## src/rtl/spec_pred_gate.sv

```systemverilog
module spec_pred_gate #(
  parameter int NPRED = 4,
  localparam int IW = (NPRED > 1) ? $clog2(NPRED) : 1
) (
  input  logic             clk,
  input  logic             rst_n,
  input  logic             load_valid,
  input  logic [NPRED-1:0] load_pred,
  input  logic [NPRED-1:0] load_conf,
  input  logic             no_predict,
  input  logic             res_valid,
  input  logic [IW-1:0]    res_idx,
  input  logic             res_val,
  output logic [NPRED-1:0] dlv_valid,
  output logic [NPRED-1:0] dlv_val,
  output logic             flush_req,
  output logic [IW-1:0]    flush_idx
);

  logic [NPRED-1:0] ent_pred, ent_conf, ent_done;
  logic             blk_live;

  logic [NPRED-1:0] conf_eff, sel, hit, miss, dv_n, dval_n;
  logic             res_ok, flush_n;

  assign conf_eff = load_conf & {NPRED{~no_predict}};
  assign sel      = NPRED'(1) << res_idx;
  assign res_ok   = res_valid & ~load_valid & blk_live;

  for (genvar i = 0; i < NPRED; i++) begin : g_ent
    assign hit[i]    = res_ok & sel[i] & ~ent_done[i];
    assign miss[i]   = hit[i] & ent_conf[i] & (res_val ^ ent_pred[i]);
    assign dv_n[i]   = load_valid ? conf_eff[i] : (hit[i] & ~ent_conf[i]);
    assign dval_n[i] = load_valid ? (conf_eff[i] & load_pred[i])
                                  : (hit[i] & ~ent_conf[i] & res_val);
  end

  assign flush_n = |miss;

  always_ff @(posedge clk or negedge rst_n) begin
    if (!rst_n) begin
      ent_pred  <= '0;
      ent_conf  <= '0;
      ent_done  <= '0;
      blk_live  <= 1'b0;
      dlv_valid <= '0;
      dlv_val   <= '0;
      flush_req <= 1'b0;
      flush_idx <= '0;
    end else begin
      dlv_valid <= dv_n;
      dlv_val   <= dval_n;
      flush_req <= flush_n;
      flush_idx <= flush_n ? res_idx : '0;
      if (load_valid) begin
        ent_pred <= load_pred;
        ent_conf <= conf_eff;
        ent_done <= '0;
        blk_live <= 1'b1;
      end else begin
        ent_done <= ent_done | hit;
        if (flush_n) blk_live <= 1'b0;
      end
    end
  end

  a_r6_no_predict_silent: assert property (@(posedge clk) disable iff (!rst_n)
    load_valid && no_predict |=> dlv_valid == '0);

  a_r3_unconfident_waits: assert property (@(posedge clk) disable iff (!rst_n)
    load_valid |=> (dlv_valid & ~$past(load_conf)) == '0);

  a_r5_flush_alone: assert property (@(posedge clk) disable iff (!rst_n)
    flush_req |-> dlv_valid == '0);

  a_r8_single_flush: assert property (@(posedge clk) disable iff (!rst_n)
    flush_req |=> !flush_req);

  a_r1_idle_ignored: assert property (@(posedge clk) disable iff (!rst_n)
    res_valid && !load_valid && !blk_live |=> !flush_req && dlv_valid == '0);

  a_r10_quiet_fields: assert property (@(posedge clk) disable iff (!rst_n)
    (dlv_val & ~dlv_valid) == '0 && (flush_req || flush_idx == '0));

endmodule

```

## config.mk

```make
export PLATFORM = sky130hd
export DESIGN_NAME = spec_pred_gate
export DESIGN_NICKNAME = d
export VERILOG_FILES = /design/src/rtl/spec_pred_gate.sv
export SDC_FILE = /design/constraint.sdc
export NUM_CORES = 1
export LEC_CHECK = 0
export ABC_AREA = 1
export CORE_ASPECT_RATIO = 1.4
export CORE_MARGIN = 4
export CORE_UTILIZATION = 50
export DETAILED_ROUTE_END_ITERATION = 8
export PLACE_DENSITY = 0.82
export SKIP_CTS_REPAIR_TIMING = 1
export SLEW_MARGIN = 25
export SYNTH_ARGS = -nofsm -noshare
export SYNTH_HDL_FRONTEND = slang
export SYNTH_SLANG_ARGS = --single-unit
```

## constraint.sdc

```tcl
create_clock -name clk -period 3.23 [get_ports clk]
set_input_delay 0.646 -clock clk [delete_from_list [all_inputs] [get_ports clk]]
set_output_delay 0.646 -clock clk [all_outputs]
set_load 0.05 [all_outputs]
```

==> flow_summary.toml <==
[logic_synthesis]
synth_area_leaders = "dfrtp_1 58%, nand2_1 10%, inv_1 6.2%"
synth_cell_types = 14
avgSynthCellArea_um2 = 8.85
yosys.area.top_type = "dfrtp_1"
ys_warn_count = 0
synth.top_cell.area_share_pct = 58.0
syn_inst = 117
syn_nets = 133
ys_dominant_reg_cell = "dfrtp_1"
synth.cells.most_frequent = "28 x nand2_1, 24 x dfrtp_1, 17 x inv_1"
ys_seq_area_share_pct = 58.0
syn-cell-area_mm2 = 0.00104
synth-seq-cells = 24
async_flop_share_pct = 100
synth_most_common_cell = "nand2_1"
synth_edf_count = 0

[routing]
drc = 0
wl_per_cell_um = 12.8
first_pass_iters = 5
ant_nets = 0
vias = 888
routed_wl_um = 2120
first_iter_violations = 26
drt-vias-per-instance = 5.35

[floorplan]
die_area_mm2 = 0.00287
die_h_um = 61.9
core_area_mm2 = 0.00197
die_w_um = 46.5
io_pins = 27
initial_core_util_pct = 52.5
placementRows = 19

[finish]
nets = 163
fin_area_mm2 = 0.00133
layout.cells.non_filler = 166
drive_gt1_share_pct = 7.59
area_growth_pct = 28.7
num_antenna_cells = 0

[power_and_ir_drop]
pwr_density_cell_mw_per_mm2 = 416
ir_worst_vdd_v = 0.000302
p_leak_nw = 0.643
power.total_mw = 0.555

[worst_setup_path]
arrival_ps = 1470
cp_num_buf_inv = 1
path_class = "reg2out"
slowest_delay_ps = 800
critPathLaunchType = "flop"
path_cells = "clkdlybuf4s50_1"
endpoint_kind = "output port"
worstPathMaxFanout = 1
crit_required_ps = 2580
crit_slowest_cell = "clkdlybuf4s50_1"
crit_family = "buffers and inverters"

[sta]
fmax_mhz = 473
fin_crit_sh_pct = 65.5
tns_ps = 0
skew_ps = 8.76
rsz0062_at_grt = "no"
slew_headroom_pct = 66.7
period_needed_ps = 2120
hold_viol_final = 0
tightest_slew_ps = 498
drv_slew = 0
setup_viol = 0

[global_route]
grt_max_degree = 25
track_usage_pct = 17.3
antenna_found_initial = 0
grt_pass1_wl_um = 3420
grt_overflow = 0
grt_pass1_vias = 821

[clock_tree]
htree_levels = 1
clockBufferDepth = 2
clkTransAtPathRegs_ps = 120
numClockSinks = 24
cts_buffers = 3
root_buffer = "clkbuf_4"
cts_tree = "yes"
clk_latency_ps = 310

[hold_path]
hold_path.class = "reg2reg"

[job]
cap_violations = 0

[placed_design]
portBuffers = 26
dpl.cell_count = 163
place.gp.congestion = 0.869
dp_hpwl_um = 1610
post_dp_cell_area_mm2 = 0.00131

[run_status]
status = "finished, final reports clean"
## cells by family (layout without fill, tap and decap cells)
logic type             count (synthesis)  in the layout  share of synthesized area, %
AND/OR/NAND/NOR                       54             54                          23.7
flip-flops                            24             24                          58.0
buffers and inverters                 21             49                          9.06
AO/OA/AOI/OAI                         18             18                          9.30
## worst paths after layout
path | start | end | slack [ps] | depth (start not counted)
max reg2reg | blk_live$_DFFE_PN0P_ | blk_live$_DFFE_PN0P_ | 1880 | 7
min reg2reg | blk_live$_DFFE_PN0P_ | blk_live$_DFFE_PN0P_ | 520 | 2
max in group asynchronous | rst_n | ent_conf[2]$_DFFE_PN0P_ | 2320 | 2
max | flush_idx[0]$_DFF_PN0_ | flush_idx[0] | 1110 | 1
min in group asynchronous | rst_n | dlv_val[3]$_DFF_PN0_ | 670 | 2
min | blk_live$_DFFE_PN0P_ | blk_live$_DFFE_PN0P_ | 520 | 2
## state kept, by name, indices dropped and copies added, names as in the netlist
register	flops
ent_pred	4
blk_live	1
ent_done	4
flush_req	1
ent_conf	4
flush_idx	2
dlv_valid	4
dlv_val	4
## metrics by stage
stage | setup WS, ps | utilization, % | hold WS [ps]
after floorplan | 1860 | - | 350
after global placement | 1060 | 66.5 | 490
after detailed placement | 1010 | 66.5 | 505
after CTS | 1100 | 67.6 | 533
after global routing | 1080 | 67.6 | 552
final | 1110 | 67.6 | 524
## layout make-up
type | instances | area [µm²]
well taps | 21 | 26.3
flip-flops and latches | 24 | 601
multi-input cells | 72 | 342
clock buffers | 3 | 22.5
inverters | 18 | 67.6
repair buffers | 28 | 275
fillers | 160 | 639
## metal layers
layer	vias to the layer above	share of wire, %	track usage, %	wire length [µm]
met4	0	3.4	13.8	72
met5	-	0	0	0
met3	6	5.8	3.17	124
met1	415	42	19.6	888
li1	431	-	-	-
met2	36	49	27.8	1040
## report_power, final
part	internal (mW)	switching, mW
logic	0.0397	0.0641
clock network	0.0437	0.0833
registers	0.317	0.00701
## cells in the final DEF, fill, tap and decap left out, drive strengths merged
cell type,n
nand2,28
buf,2
dfrtp,24
nand3,12
clkdlybuf4s50,26
nand4,4
inv,18
o22ai,5
clkbuf,3
o21ai,12
a21oi,1
nor2,10
Note: power is estimated with default switching activity, not from simulation.
